[src/rtl/uart_cfg_pkg.sv]
`timescale 1ns/1ps
package uart_cfg_pkg;

    localparam int unsigned ADDR_W = 5;
    localparam int unsigned DATA_W = 8;
    localparam int unsigned FLOW_N = 4;

    localparam logic [DATA_W-1:0] KEY_BANK_VAL = 8'hBF;
    localparam logic [DATA_W-1:0] MODE_RST_VAL = 8'h07;
    localparam int unsigned EFR_ENH_BIT = 4;
    localparam int unsigned MCR_ALT_BIT = 6;
    localparam int unsigned LCR_DIV_BIT = 7;

    typedef enum logic [4:0] {
        SEL_NONE, SEL_DATA, SEL_IER, SEL_FIFO, SEL_LCR, SEL_MCR,
        SEL_LSR, SEL_MSR, SEL_SPR, SEL_MODE, SEL_SCR, SEL_SSR,
        SEL_DIVLO, SEL_DIVHI, SEL_EFR, SEL_XON1, SEL_XON2,
        SEL_XOFF1, SEL_XOFF2, SEL_TCR, SEL_TLR
    } reg_sel_e;

    typedef struct packed {
        logic [DATA_W-1:0] ier;
        logic [DATA_W-1:0] lcr;
        logic [DATA_W-1:0] mcr;
        logic [DATA_W-1:0] fcr;
        logic [DATA_W-1:0] efr;
        logic [DATA_W-1:0] div_lo;
        logic [DATA_W-1:0] div_hi;
        logic [FLOW_N-1:0][DATA_W-1:0] flow;
        logic [DATA_W-1:0] tcr;
        logic [DATA_W-1:0] tlr;
        logic [DATA_W-1:0] spr;
        logic [DATA_W-1:0] mode;
        logic [DATA_W-1:0] scr;
    } cfg_regs_t;

    typedef struct packed {
        logic [DATA_W-1:0] rx_data;
        logic [DATA_W-1:0] iir;
        logic [DATA_W-1:0] lsr;
        logic [DATA_W-1:0] msr;
        logic [DATA_W-1:0] ssr;
    } status_t;

    function automatic reg_sel_e decode_offset(
        input logic [ADDR_W-1:0] off,
        input logic [DATA_W-1:0] lcr,
        input logic              enh,
        input logic              mcr_alt
    );
        reg_sel_e s;
        unique case (off)
            5'h00:   s = SEL_DATA;
            5'h01:   s = SEL_IER;
            5'h02:   s = SEL_FIFO;
            5'h03:   s = SEL_LCR;
            5'h04:   s = SEL_MCR;
            5'h05:   s = SEL_LSR;
            5'h06:   s = SEL_MSR;
            5'h07:   s = SEL_SPR;
            5'h08:   s = SEL_MODE;
            5'h10:   s = SEL_SCR;
            5'h11:   s = SEL_SSR;
            default: s = SEL_NONE;
        endcase
        if (enh && mcr_alt) begin
            if (off == 5'h06) s = SEL_TCR;
            if (off == 5'h07) s = SEL_TLR;
        end
        if (lcr[LCR_DIV_BIT]) begin
            if (off == 5'h00) s = SEL_DIVLO;
            if (off == 5'h01) s = SEL_DIVHI;
        end
        if (lcr == KEY_BANK_VAL) begin
            unique case (off)
                5'h02:   s = SEL_EFR;
                5'h04:   s = SEL_XON1;
                5'h05:   s = SEL_XON2;
                5'h06:   s = SEL_XOFF1;
                5'h07:   s = SEL_XOFF2;
                default: ;
            endcase
        end
        return s;
    endfunction

endpackage

[src/rtl/uart_cfg_decode.sv]
`timescale 1ns/1ps
module uart_cfg_decode
    import uart_cfg_pkg::*;
(
    input  logic [ADDR_W-1:0] addr,
    input  logic [DATA_W-1:0] lcr,
    input  logic              enh,
    input  logic              mcr_alt,
    output reg_sel_e          sel
);
    always_comb sel = decode_offset(addr, lcr, enh, mcr_alt);
endmodule

[src/rtl/uart_cfg_rdmux.sv]
`timescale 1ns/1ps
module uart_cfg_rdmux
    import uart_cfg_pkg::*;
(
    input  reg_sel_e          sel,
    input  logic              rd_en,
    input  cfg_regs_t         regs,
    input  status_t           sts,
    output logic [DATA_W-1:0] rd_data
);
    logic [DATA_W-1:0] val;

    always_comb begin
        unique case (sel)
            SEL_DATA:  val = sts.rx_data;
            SEL_IER:   val = regs.ier;
            SEL_FIFO:  val = sts.iir;
            SEL_LCR:   val = regs.lcr;
            SEL_MCR:   val = regs.mcr;
            SEL_LSR:   val = sts.lsr;
            SEL_MSR:   val = sts.msr;
            SEL_SPR:   val = regs.spr;
            SEL_MODE:  val = regs.mode;
            SEL_SCR:   val = regs.scr;
            SEL_SSR:   val = sts.ssr;
            SEL_DIVLO: val = regs.div_lo;
            SEL_DIVHI: val = regs.div_hi;
            SEL_EFR:   val = regs.efr;
            SEL_XON1:  val = regs.flow[0];
            SEL_XON2:  val = regs.flow[1];
            SEL_XOFF1: val = regs.flow[2];
            SEL_XOFF2: val = regs.flow[3];
            SEL_TCR:   val = regs.tcr;
            SEL_TLR:   val = regs.tlr;
            default:   val = '0;
        endcase
        rd_data = rd_en ? val : '0;
    end
endmodule

[src/rtl/uart_cfg_regfile.sv]
`timescale 1ns/1ps
module uart_cfg_regfile
    import uart_cfg_pkg::*;
(
    input  logic       clk,
    input  logic       rst,
    input  logic [4:0] addr,
    input  logic       wr_en,
    input  logic [7:0] wr_data,
    input  logic       rd_en,
    output logic [7:0] rd_data,
    input  logic [7:0] rx_data_in,
    input  logic [7:0] iir_in,
    input  logic [7:0] lsr_in,
    input  logic [7:0] msr_in,
    input  logic [7:0] ssr_in,
    output logic       tx_push,
    output logic       rx_pop,
    output logic       rx_clr,
    output logic       tx_clr,
    output logic [7:0] ier_o,
    output logic [7:0] lcr_o,
    output logic [7:0] mcr_o,
    output logic [7:0] fcr_o,
    output logic [7:0] efr_o,
    output logic [7:0] div_lo_o,
    output logic [7:0] div_hi_o,
    output logic [7:0] xon1_o,
    output logic [7:0] xon2_o,
    output logic [7:0] xoff1_o,
    output logic [7:0] xoff2_o,
    output logic [7:0] tcr_o,
    output logic [7:0] tlr_o,
    output logic [7:0] mdr_o,
    output logic [7:0] scr_o
);

    cfg_regs_t regs_q;
    status_t   sts;
    reg_sel_e  sel;
    logic      enh;
    logic      fcr_wr;
    logic      rx_clr_q, tx_clr_q;

    assign enh = regs_q.efr[EFR_ENH_BIT];
    assign sts = '{rx_data: rx_data_in, iir: iir_in, lsr: lsr_in,
                   msr: msr_in, ssr: ssr_in};

    uart_cfg_decode u_decode (
        .addr    (addr),
        .lcr     (regs_q.lcr),
        .enh     (enh),
        .mcr_alt (regs_q.mcr[MCR_ALT_BIT]),
        .sel     (sel)
    );

    uart_cfg_rdmux u_rdmux (
        .sel     (sel),
        .rd_en   (rd_en),
        .regs    (regs_q),
        .sts     (sts),
        .rd_data (rd_data)
    );

    assign fcr_wr = wr_en && (sel == SEL_FIFO) && enh;

    always_ff @(posedge clk) begin
        if (rst) begin
            regs_q      <= '0;
            regs_q.mode <= MODE_RST_VAL;
            rx_clr_q    <= 1'b0;
            tx_clr_q    <= 1'b0;
        end else begin
            rx_clr_q <= fcr_wr && wr_data[1];
            tx_clr_q <= fcr_wr && wr_data[2];
            if (fcr_wr)
                regs_q.fcr <= {wr_data[7:3], 2'b00, wr_data[0]};
            if (wr_en) begin
                unique case (sel)
                    SEL_IER:   regs_q.ier    <= wr_data;
                    SEL_LCR:   regs_q.lcr    <= wr_data;
                    SEL_MCR:   regs_q.mcr    <= {wr_data[7],
                                                 enh ? wr_data[6] : regs_q.mcr[6],
                                                 wr_data[5:0]};
                    SEL_SPR:   regs_q.spr    <= wr_data;
                    SEL_MODE:  regs_q.mode   <= wr_data;
                    SEL_SCR:   regs_q.scr    <= wr_data;
                    SEL_DIVLO: regs_q.div_lo <= wr_data;
                    SEL_DIVHI: regs_q.div_hi <= wr_data;
                    SEL_EFR:   regs_q.efr    <= wr_data;
                    SEL_TCR:   regs_q.tcr    <= wr_data;
                    SEL_TLR:   regs_q.tlr    <= wr_data;
                    default: ;
                endcase
            end
        end
    end

    // flow-control characters: one slot per key-bank offset 4..7
    for (genvar g = 0; g < FLOW_N; g++) begin : g_flow
        localparam reg_sel_e SLOT_SEL = reg_sel_e'(SEL_XON1 + g);
        always_ff @(posedge clk) begin
            if (rst)
                regs_q.flow[g] <= '0;
            else if (wr_en && sel == SLOT_SEL)
                regs_q.flow[g] <= wr_data;
        end
    end

    assign tx_push  = wr_en && (sel == SEL_DATA);
    assign rx_pop   = rd_en && (sel == SEL_DATA);
    assign rx_clr   = rx_clr_q;
    assign tx_clr   = tx_clr_q;
    assign ier_o    = regs_q.ier;
    assign lcr_o    = regs_q.lcr;
    assign mcr_o    = regs_q.mcr;
    assign fcr_o    = regs_q.fcr;
    assign efr_o    = regs_q.efr;
    assign div_lo_o = regs_q.div_lo;
    assign div_hi_o = regs_q.div_hi;
    assign xon1_o   = regs_q.flow[0];
    assign xon2_o   = regs_q.flow[1];
    assign xoff1_o  = regs_q.flow[2];
    assign xoff2_o  = regs_q.flow[3];
    assign tcr_o    = regs_q.tcr;
    assign tlr_o    = regs_q.tlr;
    assign mdr_o    = regs_q.mode;
    assign scr_o    = regs_q.scr;

    // divisor byte moves only through a write at offset 0 with bit 7 set
    a_r3_divlo_guard: assert property (@(posedge clk) disable iff (rst)
        (div_lo_o != $past(div_lo_o)) |->
            ($past(lcr_o[7]) && $past(wr_en) && $past(addr) == 5'd0));

    // enhanced-feature register moves only inside the key bank
    a_r4_efr_guard: assert property (@(posedge clk) disable iff (rst)
        (efr_o != $past(efr_o)) |->
            ($past(lcr_o) == 8'hBF && $past(wr_en) && $past(addr) == 5'd2));

    // receive clear pulse has a qualifying FIFO control write behind it
    a_r7_rxclr_cause: assert property (@(posedge clk) disable iff (rst)
        rx_clr |-> ($past(wr_en) && $past(addr) == 5'd2 &&
                    $past(wr_data[1]) && $past(efr_o[4])));

    // modem-control bit 6 frozen while enhanced bit 4 was low
    a_r8_mcr6_lock: assert property (@(posedge clk) disable iff (rst)
        !$past(efr_o[4]) |-> (mcr_o[6] == $past(mcr_o[6])));

    // push and pop only on offset 0 outside the divisor bank
    a_r10_push_site: assert property (@(posedge clk) disable iff (rst)
        tx_push |-> (wr_en && addr == 5'd0 && !lcr_o[7]));
    a_r10_pop_site: assert property (@(posedge clk) disable iff (rst)
        rx_pop |-> (rd_en && addr == 5'd0 && !lcr_o[7]));

endmodule

[config.mk]
export PLATFORM = sky130hd
export DESIGN_NAME = uart_cfg_regfile
export DESIGN_NICKNAME = d
export VERILOG_FILES = /design/src/rtl/uart_cfg_pkg.sv /design/src/rtl/uart_cfg_decode.sv /design/src/rtl/uart_cfg_rdmux.sv /design/src/rtl/uart_cfg_regfile.sv
export SDC_FILE = /design/constraint.sdc
export NUM_CORES = 1
export LEC_CHECK = 0
export ABC_CLOCK_PERIOD_IN_PS = 2800
export BUFFER_PORTS_ARGS = -buffer_cell sky130_fd_sc_hd__buf_2
export CAP_MARGIN = 20
export CELL_PAD_IN_SITES_DETAIL_PLACEMENT = 0
export CELL_PAD_IN_SITES_GLOBAL_PLACEMENT = 1
export CORE_ASPECT_RATIO = 1.25
export CORE_MARGIN = 2
export CORE_UTILIZATION = 36
export DETAILED_ROUTE_END_ITERATION = 6
export HOLD_SLACK_MARGIN = 0.03
export PLACE_DENSITY_LB_ADDON = 0.15
export RECOVER_POWER = 25
export SLEW_MARGIN = 25
export SYNTH_ARGS = -nofsm -noshare
export SYNTH_HDL_FRONTEND = slang
export SYNTH_HIERARCHICAL = 1
export SYNTH_SLANG_ARGS = --single-unit
[constraint.sdc]
create_clock -name clk -period 2.8 [get_ports clk]
set_input_delay 0.28 -clock clk [delete_from_list [all_inputs] [get_ports clk]]
set_output_delay 0.28 -clock clk [all_outputs]
set_load 0.005 [all_outputs]
# Yosys cells after proc, flatten, opt, wreduce, memory -nomap -nowiden
# Memories as Yosys holds them, arrays and structs flattened.
# Cells that the tools add are included.
# classes
n_eq_ne	23
n_reduce_logical	20
muxes	10
# ops
cell	n
one-hot mux 8 bit (16 select lines)	1
equality test 5 x 3 -> 1 bit, second input constant	8
equality test 5 x 4 -> 1 bit, second input constant	7
two-way mux 5 bit	7
one-hot mux 5 bit (5 select lines)	1
AND reduction 2 bit	11
equality test 5 x 2 -> 1 bit, second input constant	3
equality test 5 x 1 -> 1 bit, second input constant	2
equality test 5 bit, second input constant	2
equality test 8 bit, second input constant	1
two-way mux 8 bit	1
logical AND 1 bit	7
logical NOT 5 bit	1
AND reduction 3 bit	1
# totals
reg_bits	96
out_inout_bits	132
mem_bits_ro	128
n_memories	1
word_cells	69
input_bits	57
# memory_table
name	depth	word_bits	rd	rd_ports_with_merged_regs	wr	line	source
(no name shown)	32	4	1	0	0	uart_cfg_pkg.sv:52	unique case (off)

# Longest topological paths before layout
# Gate-level depths: netlist (run 1).
# logic_depth
word_depth	13
depth_mapped	14
mapped_depth_nobuf	11

# Cells and area by module
# Netlist (run 1), hierarchy kept.
# by_module_without_submodules
module	area_per_inst_um2	cells_each	seq_area_each_um2	n_inst
uart_cfg_regfile	4758.3	470	1921.8	1
uart_cfg_rdmux	1461.4	196	0.0	1
uart_cfg_decode	432.9	56	0.0	1

# Least setup slack after synthesis (run 1)
# No wires, ideal clock.
# synth_path
kind	input to output
start	input addr[0]
end	output rd_data[5]
path_stages	12
t_arrival_ns	2.824
n_path_buf	1
slack_ns	-0.304
required_ns	2.520
cell_sequence	inv_1 > ha_1 > or3_1 > nand4bb_1 > nand2_1 > o21ai_1 > nor2b_1 > and3_1 > buf_2 > a32o_1 > nor4_1 > a31oi_1
# synth_via
elab_chain_cells	12
word_cells_on_any_way	34
classes_between	eq/ne: 22; mux: 10; reduce/logical: 1; memory: 1
# synth_rtl
element	line	source
start, declared	uart_cfg_regfile.sv:7	input logic [4:0] addr,
equality test 5 x 3 -> 1 bit	uart_cfg_pkg.sv:67, uart_cfg_pkg.sv:75	
two-way mux 5 bit	uart_cfg_pkg.sv:67	if (off == 5'h06) s = SEL_TCR;
two-way mux 5 bit	uart_cfg_pkg.sv:68	if (off == 5'h07) s = SEL_TLR;
two-way mux 5 bit	uart_cfg_pkg.sv:66	if (enh && mcr_alt) begin
two-way mux 5 bit	uart_cfg_pkg.sv:71	if (off == 5'h00) s = SEL_DIVLO;
two-way mux 5 bit	uart_cfg_pkg.sv:72	if (off == 5'h01) s = SEL_DIVHI;
two-way mux 5 bit	uart_cfg_pkg.sv:70	if (lcr[LCR_DIV_BIT]) begin
one-hot mux 5 bit (5 select lines)	uart_cfg_pkg.sv:75	unique case (off)
two-way mux 5 bit (*)	uart_cfg_pkg.sv:74	if (lcr == KEY_BANK_VAL) begin
net sel[4]	uart_cfg_regfile.sv:40	reg_sel_e sel;
equality test 5 bit (tied with other cells)	uart_cfg_rdmux.sv:14	unique case (sel)
one-hot mux 8 bit (16 select lines) (*)	uart_cfg_rdmux.sv:14	
two-way mux 8 bit (*)	uart_cfg_rdmux.sv:37	rd_data = rd_en ? val : '0;
end, declared	uart_cfg_regfile.sv:11	output logic [7:0] rd_data,
# Mark *: on every way through the listed nets, which the timed path passes. The rest lies on a longest branch.

# Worst setup path in the final report (run 1)
# layout_path
start	register, netlist name lcr_o[7]
end	output rd_data[0]
# layout_via
elab_chain_cells	6
word_cells_on_any_way	22
classes_between	eq/ne: 17; mux: 5
# layout_rtl
element	line
two-way mux 5 bit	uart_cfg_pkg.sv:70
one-hot mux 5 bit (5 select lines)	uart_cfg_pkg.sv:75
two-way mux 5 bit (*)	uart_cfg_pkg.sv:74
net sel[1]	uart_cfg_regfile.sv:40
equality test 5 bit (tied with other cells)	uart_cfg_rdmux.sv:14
one-hot mux 8 bit (16 select lines) (*)	uart_cfg_rdmux.sv:14
two-way mux 8 bit (*)	uart_cfg_rdmux.sv:37
# Marks and branches as above.

==> key figures, run 1 <==
Global route
  – All-Layer GR Usage: 0.252
  – Vias in the first global route: ~6k
  – Largest net degree at the start of global routing: 33
  – Initial antenna violation count: 0
  – First-pass GRT wire length: 37300 um
  – Total grt overflow: 0

CTS
  – CTS clock-pin slew for the worst setup and hold paths: around 80 ps
  – CTS Root Cell: clkbuf_16
  – Clock latency on the worst-skew pair: about 360 ps
  – H-tree depth: 3
  – Hold_buf cts: 0
  – CTS tree: done
  – Clock buffer depth: 2
  – Clock net sink count: 96
  – CTS Buf Count: 9

Timing
  – Unrepaired setup endpoints after global routing: true
  – Post-layout min period: 3350 ps
  – Setup violators final: 10
  – Achievable Freq: ~300 MHz
  – Hold Vio Cnt, Final: 0
  – Smallest setup slack after layout: -549 ps
  – Slew @ Worst Pin: 845 ps
  – Final Cycle Share: 1.20
  – Max-slew violation count: 0
  – Slew HR: 0.437
  – Clock Skew: 10.9 ps

Outcome
  – Status: complete, but fails checks
  – Failing checks: negative setup slack

Power and ir drop
  – Switching Power: 0.906 mW
  – Switching part of the total: 0.279
  – P per Cell Area: approximately 380 nW/um2
  – Max VDD drop: 278 uV
  – Total power: roughly 3.2 mW
  – Seq pwr share: 0.426
  – Clock Power Share: 0.411
  – Leakage power: 4.11 nW
  – Combinational power share: 0.163
  – Int Power: 2.34 mW

Yosys
  – Top cells by area, synth: dfxtp_1, mux2i_1, buf_4
  – Most common cell in the synthesized netlist: buf_4
  – Post-synth ARST share: 0
  – Ys Warns: 70
  – Post-synthesis sequential area ratio: 0.289
  – Post-Syn Area: 6650 um2
  – Top cells by count, synth: buf_4, mux2i_1, nand2b_1
  – Post-synth EDFFs: 0
  – Cells after Synth: 722
  – Most used DFF post-synth: dfxtp_1
  – Synthesized flop and latch total: between 90 and 100
  – Cell variety after synth: 71
  – Cell taking the most area after synthesis: dfxtp_1
  – Top-area cell type share of the netlist area: 0.289
  – Synth Area per Inst: 9.21 um2

Floorplanning
  – Core Box Area: 18100 um2
  – DIE WIDTH: 126 um
  – Initial core utilization: 0.368
  – Row cnt: 55
  – Ports: 189
  – Die area: about 20000 um2
  – Y dimension of the die: between 150 and 200 um

Finish
  – Final Cell Area: 8470 um2
  – Layout cells sized above 1: 0.395
  – Diode count: 0
  – Final cell count without fillers: 1142
  – Final core occ: 0.468
  – Synth-to-layout area growth: 27.3%
  – Post-layout net count: between 900 and 1k

Worst setup path
  – Startpoint types: flip-flop
  – Crit. End Element: output pin
  – Critical path class: reg -> out
  – Crit path DAT: just over 3000 ps
  – Required @ worst endpoint: between 2000 and 3000 ps
  – Worst-path fanout max: 8

Detailed routing
  – DRC viols: 0
  – Via count: between 5k and 6k
  – WL met3: between 1000 and 1500 um
  – Met2 Routed Length: between 10000 and 15000 um
  – Starting DRT DRC Count: 336
  – Drt total wl: 25500 um
  – Vias per std cell: 5.24
  – Detail Route Antenna Nets: 0
  – Top layer in use: met4
  – WL per Instance: roughly 22 um
  – Metal-1 WL: around 11000 um
  – DR pass1 iterations: 7

Min path
  – Worst min-delay path class: in -> reg

Placement
  – RD Place Congestion: 1.02
  – Pre-CTS setup slack: -657 ps
  – IO Port Bufs: 154
  – Placed Area: between 7000 and 8000 um2
  – Placed cell count: 1107
  – Post-DP HPWL: 19500 um

Run
  – Max-cap viol count: 0
## layout make-up
cell class / instances / area, um2
fillers: 1767 / 9630
multi-input cells: 516 / 4130
flip-flops and latches: 96 / 1930
repair buffers: 280 / 1790
well taps: 228 / 285
clock buffers: 10 / 239
clock inverters: 6 / 76.3
inverters: 6 / 22.5
## state kept, by name, summed over array words and instances, names as in the netlist
signal	flops
div_hi_o	8
div_lo_o	8
efr_o	8
ier_o	8
lcr_o	8
mcr_o	8
mdr_o	8
regs_q	8
scr_o	8
tcr_o	8
tlr_o	8
fcr_o	6
rx_clr	1
tx_clr	1
## what timing repair did
item / 4_1_cts / 5_1_grt
pin swaps: 24 / 22
setup buffers: 8 / 11
resized for setup: 37 / 45
cloned: 1 / 0
endpoints found under the setup margin: 42 / 32
## layout by cell type, fill, tap and decap left out, types with 13 or more instances in the layout
| cell | instances |
|---|---|
| and3_1 | 13 |
| nand2_1 | 13 |
| buf_2 | 126 |
| conb_1 | 66 |
| nand2b_1 | 99 |
| buf_4 | 110 |
| clkbuf_1 | 27 |
| mux2i_1 | 101 |
| a32oi_1 | 15 |
| nand3_1 | 19 |
| dfxtp_1 | 95 |
## per-stage QoR
stage          TNS (ps)  hold WS, ps
4_1_cts           -4330          141
3_5_place_dp      -9110          467
2_1_floorplan     -72.3          398
5_1_grt           -5240          152
6_report          -4350          151
3_3_place_gp      -6040          462
## power by group through the flow
| stage | logic [mW] | registers [mW] | clock network, mW |
|---|---|---|---|
| after floorplan | 0.289 | 1.41 | 0 |
| after global placement | 0.459 | 1.42 | 0 |
| after detailed placement | 0.463 | 1.42 | 0 |
| after CTS | 0.489 | 1.38 | 1.36 |
| after global routing | 0.560 | 1.38 | 1.41 |
| final | 0.528 | 1.38 | 1.33 |
## worst paths after layout
check | startpoint | endpoint | slack, ps | cells after the start
worst max-delay path | lcr_o[7] | rd_data[0] | -550 | 11
worst min-delay path | wr_data[2] | mdr_o[2] | 150 | 2
worst max register to register | lcr_o[7] | div_lo_o[0] | 100 | 13
worst min register to register | fcr_o[4] | fcr_o[4] | 480 | 2
## critical path, cell delays in order, from the launching register on
cell	delay [ps]
dfxtp_4	390
or4b_4	520
o2bb2ai_4	150
a21oi_2	50
o22a_1	240
buf_6	160
and3b_2	240
and2_4	170
buf_6	120
a2111oi_4	360
a31oi_2	160
buf_2	160
## logic make-up after synthesis
| group | Yosys count | share of synthesized area |
|---|---|---|
| AO/OA/AOI/OAI | 106 | 0.126 |
| flip-flops | 96 | 0.289 |
| buffers and inverters | 176 | 0.182 |
| multiplexers | 109 | 0.167 |
| AND/OR/NAND/NOR | 229 | 0.226 |
| other | 1 | 0.000564 |
| adder cells (fa/ha/maj) | 5 | 0.00940 |
## per-layer routing
layer / GRT usage / vias up
met5: 0 / -
met4: 0.0937 / 0
met3: 0.0357 / 43
met2: 0.440 / 236
met1: 0.315 / 2932
li1: - / 2768
Note: power is estimated with default switching activity, not from simulation.
==> inputs of run 2 (changes only) <==
--- a/config.mk
+++ b/config.mk
@@ -6,5 +6,5 @@
 export NUM_CORES = 1
 export LEC_CHECK = 0
-export ABC_CLOCK_PERIOD_IN_PS = 2800
+export ABC_CLOCK_PERIOD_IN_PS = 2700
 export BUFFER_PORTS_ARGS = -buffer_cell sky130_fd_sc_hd__buf_2
 export CAP_MARGIN = 20
==> constraint.sdc (replaced) <==
create_clock -name clk -period 2.7 [get_ports clk]
set_input_delay 0.135 -clock clk [delete_from_list [all_inputs] [get_ports clk]]
set_output_delay 0.135 -clock clk [all_outputs]
set_load 0.005 [all_outputs]
==> key figures, run 2 (synthesis results as in run 1) <==
Detailed routing
  – WL per Instance: 22.3 um
  – Detail Route Antenna Nets: 0
  – Vias per std cell: 5.30
  – DRC viols: 0
  – Drt total wl: 25600 um
  – DR pass1 iterations: 5
  – Starting DRT DRC Count: 310
  – Via count: 6082

Global route
  – Initial antenna violation count: 0
  – Largest net degree at the start of global routing: 49
  – All-Layer GR Usage: 0.250
  – Total grt overflow: 0
  – Vias in the first global route: a little over 6k
  – First-pass GRT wire length: about 37000 um

Worst setup path
  – Path depth of the worst reg2reg path: 15
  – Worst r2r src: lcr_o[7]
  – Required @ worst endpoint: 2570 ps
  – Flop2flop setup slack: -140 ps
  – Worst-path fanout max: 8
  – Crit. End Element: output pin
  – Critical path class: reg -> out
  – Startpoint types: flip-flop
  – Crit path DAT: 3080 ps
  – Critical Path Start: lcr_o[7]
  – R2r endpoint: mdr_o[2]

Finish
  – Diode count: 0
  – Synth-to-layout area growth: 31.0%
  – Commonest non-fill, non-tap cell in the layout: buf_2
  – # fillers: 1778
  – Layout cells sized above 1: 0.402
  – Final Cell Area: 8720 um2
  – Post-layout net count: 976
  – Final cell count without fillers: roughly 1.1k
  – Most frequent cells in the layout: buf_2, mux2i_1, nand2b_1

Timing
  – Clock Skew: 10.2 ps
  – Post-layout min period: 3210 ps
  – Unrepaired setup endpoints after global routing: true
  – Achievable Freq: 311 MHz
  – Max-slew violation count: 0
  – Setup violators final: 17
  – Slew HR: 0.470
  – Hold Vio Cnt, Final: 0
  – Smallest setup slack after layout: -513 ps
  – Slew @ Worst Pin: roughly 790 ps
  – Final Cycle Share: 1.19

Min path
  – Hold worst-path end: div_hi_o[6]
  – Worst hold path startpoint: wr_en
  – Hold Path Depth: 3
  – Worst min-delay path class: in -> reg

Floorplanning
  – Ports: 189
  – DIE WIDTH: about 130 um
  – Row cnt: 55
  – Initial core utilization: 0.368
  – Y dimension of the die: 156 um
  – Core Box Area: 18100 um2
  – Die area: 19600 um2

CTS
  – CTS tree: done
  – Clock buffer depth: 2
  – Clock net sink count: 96
  – CTS Root Cell: clkbuf_16
  – CTS clock-pin slew for the worst setup and hold paths: 70 ps
  – CTS Buf Count: 9
  – Clock latency on the worst-skew pair: around 360 ps
  – H-tree depth: 3

Power and ir drop
  – Seq pwr share: 0.441
  – Switching part of the total: 0.282
  – Clock Power Share: 0.382
  – Max VDD drop: 256 uV
  – Leakage power: about 4.3 nW
  – Int Power: 2.34 mW
  – P per Cell Area: 373 nW/um2
  – Total power: 3.26 mW
  – Combinational power share: 0.177
  – Switching Power: 0.918 mW

Placement
  – Post-DP HPWL: roughly 19000 um
  – RD Place Congestion: 0.931
  – Placed Area: 7630 um2
  – Pre-CTS setup slack: -521 ps
  – Placed cell count: 1099
  – IO Port Bufs: 154

Run
  – Max-cap viol count: 0

Outcome
  – Status: complete, but fails checks
  – Failing checks: negative setup slack
run 2: final cells by class:
class,instances,area [um2],share of cell area
clock inverter,6,43.8,0.00502
multi-input combinational,515,4200,0.482
clock buffer,10,239,0.0274
inverter,6,22.5,0.00258
sequential,96,1930,0.221
timing repair buffer,286,2000,0.230
tap,228,285,0.0327
run 2: what timing repair did:
item,4_1_cts,5_1_grt
hold endpoints to repair,3,0
setup endpoints to repair,91,91
hold buffers,3,0
buffers inserted,21,10
gates resized for setup,86,39
pin swaps,23,17
run 2: worst max-delay path by stage:
| stage | endpoint | cells after the start |
|---|---|---|
| after CTS | rd_data[7] | 12 |
| final | rd_data[2] | 14 |
| after floorplan | rd_data[5] | 13 |
| after global placement | rd_data[0] | 11 |
| after global routing | rd_data[2] | 14 |
| after detailed placement | rd_data[4] | 13 |
run 2: metrics by stage:
step / hold WS (ps) / util / setup TNS (ps)
6_report: 346 / 0.482 / -4770
5_1_grt: 355 / 0.482 / -6160
4_1_cts: 322 / 0.469 / -3590
3_5_place_dp: 364 / 0.421 / -16170
3_3_place_gp: 360 / 0.421 / -7140
2_1_floorplan: 253 / - / 0
run 2: power by group through the flow:
stage               Sequential, mW  Clock, mW  Combinational (mW)
global route                  1.44       1.32               0.605
floorplan                     1.46          0               0.295
global placement              1.47          0               0.462
finish                        1.44       1.24               0.577
CTS                           1.44       1.26               0.527
detailed placement            1.47          0               0.467
run 2: worst max-delay path, cell delays in order, from the launching register on:
cell	delay (ps)
dfxtp_4	370
nand4_1	110
buf_6	150
nor4_4	290
buf_4	170
a2bb2oi_2	60
buf_6	150
nor2b_1	120
buf_4	150
buf_8	140
and2_4	160
a32o_1	220
nor4b_2	320
a31oi_1	140
buf_2	140
run 2: routing by layer:
| layer | vias to the layer above | routed length [um] | global-route usage | part of all wire |
|---|---|---|---|---|
| li1 | 2790 | - | - | - |
| met1 | 2987 | 10000 | 0.287 | 0.39 |
| met2 | 247 | 13000 | 0.446 | 0.51 |
| met3 | 58 | 1330 | 0.0370 | 0.052 |
| met4 | 0 | 1190 | 0.136 | 0.046 |
| met5 | - | 0 | 0 | 0 |
==> inputs of run 3 (changes only) <==
- CORE_UTILIZATION: 36 -> 37
- CTS_BUF_LIST: default -> sky130_fd_sc_hd__clkbuf_8
==> key figures, run 3 (synthesis results as in run 1) <==
Outcome
  – Status: complete, but fails checks
  – Failing checks: negative setup slack

CTS
  – CTS tree: done
  – Clock net sink count: 96
  – Clock buffer depth: 2
  – CTS Root Cell: clkbuf_8
  – Clock latency on the worst-skew pair: ~400 ps
  – H-tree depth: 3
  – CTS clock-pin slew for the worst setup and hold paths: 110 ps
  – CTS Buf Count: 9

Floorplanning
  – Row cnt: 54
  – Ports: 189
  – DIE WIDTH: 124 um
  – Y dimension of the die: between 150 and 200 um
  – Initial core utilization: 0.379
  – Die area: 19100 um2
  – Core Box Area: about 18000 um2

Placement
  – Pre-CTS setup slack: -758 ps
  – RD Place Congestion: 0.949
  – Post-DP HPWL: about 20000 um
  – IO Port Bufs: between 150 and 200

Finish
  – # fillers: 1704
  – Commonest non-fill, non-tap cell in the layout: buf_2
  – Diode count: 0
  – Final core occ: 0.506
  – Synth-to-layout area growth: 33.6%
  – Post-layout net count: between 1k and 1.5k
  – Layout cells sized above 1: 0.429
  – Most frequent cells in the layout: buf_2, buf_4, mux2i_1

Timing
  – Unrepaired setup endpoints after global routing: true
  – Final Cycle Share: 1.26
  – Clock Skew: approximately 20 ps
  – Setup violators final: 33
  – Hold Vio Cnt, Final: 0
  – Slew HR: 0.414
  – Max-slew violation count: 0
  – Smallest setup slack after layout: -702 ps
  – Post-layout min period: 3400 ps
  – Achievable Freq: 294 MHz
  – Slew @ Worst Pin: between 800 and 900 ps

Power and ir drop
  – Seq pwr share: 0.476
  – Max VDD drop: 289 uV
  – Switching part of the total: 0.308
  – Clock Power Share: 0.313
  – Leakage power: 4.39 nW
  – P per Cell Area: 339 nW/um2
  – Int Power: roughly 2.1 mW
  – Combinational power share: 0.211
  – Switching Power: 0.929 mW

Run
  – Max-cap viol count: 0

Worst setup path
  – Max incr delay on CP: about 400 ps
  – Worst r2r src: lcr_o[7]
  – Critical path class: reg -> out
  – Crit. End Element: output pin
  – R2r endpoint: div_hi_o[4]
  – Worst-path fanout max: 5
  – CP cell instances: nand4b_1, buf_6, o41ai_4, a2bb2oi_4, buf_12, nor2b_2, buf_4, buf_4, a22o_1, a32oi_1, and4_1, a31oi_1, buf_2
  – Required @ worst endpoint: 2570 ps
  – Startpoint types: flip-flop
  – Path depth of the worst reg2reg path: 12
  – Crit path DAT: 3270 ps
  – Critical-path top delay cell: o41ai_4
  – CP most frequent cell: buf_4
  – Flop2flop setup slack: -140 ps

Detailed routing
  – Vias per std cell: 5.16
  – DR pass1 iterations: 5
  – Detail Route Antenna Nets: 0
  – Starting DRT DRC Count: 383
  – DRC viols: 0
  – Via count: 6028
  – Drt total wl: 26000 um
  – WL per Instance: 22.3 um

Min path
  – Hold worst-path end: efr_o[4]
  – Hold Path Depth: 3
  – Worst hold path startpoint: wr_en
  – Worst min-delay path class: in -> reg

Global route
  – Initial antenna violation count: 0
  – All-Layer GR Usage: 0.268
  – Largest net degree at the start of global routing: 51
  – Total grt overflow: 0
  – First-pass GRT wire length: ~37000 um
  – Vias in the first global route: 5991
==> run 3: cell count changes in the layout (fill, tap and decap cells not counted), moves of 3 or more <==
cell       before  now
o21ai_2         2    5
a32o_1          7    2
buf_4          89  104
a32o_2          0    5
clkbuf_8        1    9
buf_6          25   39
clkbuf_16       9    0
nor2_2          4    1
==> run 3: critical path, delay by kind of cell, from the launching register on <==
| family | cells | cell delay, ps |
|---|---|---|
| buffers and inverters | 5 | 770 |
| AOI/OAI and AO/OA | 5 | 1110 |
| and+or+nand+nor | 3 | 650 |
| DFF | 1 | 340 |
==> run 3: layout make-up <==
| type | count | area [um2] | share of cell area |
|---|---|---|---|
| Inverter | 6 | 22.5 | 0.00253 |
| Tap cell | 224 | 280 | 0.0315 |
| Multi-Input combinational cell | 515 | 4250 | 0.478 |
| Timing Repair Buffer | 311 | 2230 | 0.251 |
| Clock inverter | 7 | 61.3 | 0.00690 |
| Sequential cell | 96 | 1920 | 0.216 |
| Clock buffer | 9 | 124 | 0.0139 |
==> run 3: what timing repair did <==
| item | 4_1_cts | 5_1_grt |
|---|---|---|
| hold buffers | 3 | 0 |
| setup endpoints to repair | 90 | 91 |
| endpoints found under the hold margin | 5 | 0 |
| buffers inserted | 25 | 11 |
| pin swaps | 33 | 31 |
| gates resized for setup | 75 | 80 |
==> run 3: worst max path at each step <==
stage | endpoint | from | cells after the start
global route | rd_data[6] | lcr_o[7] | 14
CTS | rd_data[7] | lcr_o[7] | 14
floorplan | rd_data[5] | addr[0] | 13
finish | rd_data[6] | lcr_o[6] | 13
detailed placement | rd_data[2] | addr[0] | 17
global placement | rd_data[2] | addr[0] | 17
==> run 3: layer usage <==
metal | vias up | global-route usage | routed length [um]
met1 | 2924 | 0.321 | 10200
li1 | 2844 | - | -
met5 | - | 0 | 0
met4 | 0 | 0.117 | 992
met2 | 212 | 0.465 | 13500
met3 | 48 | 0.0453 | 1350
==> run 3: metrics by stage <==
step	power, mW	area [um2]	instances	hold slack, ps	setup TNS (ps)
global route	3.12	8890	1168	200	-10800
floorplan	1.76	6910	787	253	0
finish	3.02	8890	1168	192	-7570
CTS	2.98	8520	1160	125	-5490
detailed placement	1.98	7800	1121	366	-18530
global placement	1.98	7800	1121	362	-19610
==> run 3: power by group through the flow <==
| stage | combinational [mW] | sequential [mW] | clock (mW) |
|---|---|---|---|
| after floorplan | 0.295 | 1.46 | 0 |
| after global placement | 0.507 | 1.47 | 0 |
| after detailed placement | 0.507 | 1.47 | 0 |
| after CTS | 0.578 | 1.44 | 0.967 |
| after global routing | 0.674 | 1.44 | 1.01 |
| final | 0.637 | 1.44 | 0.943 |
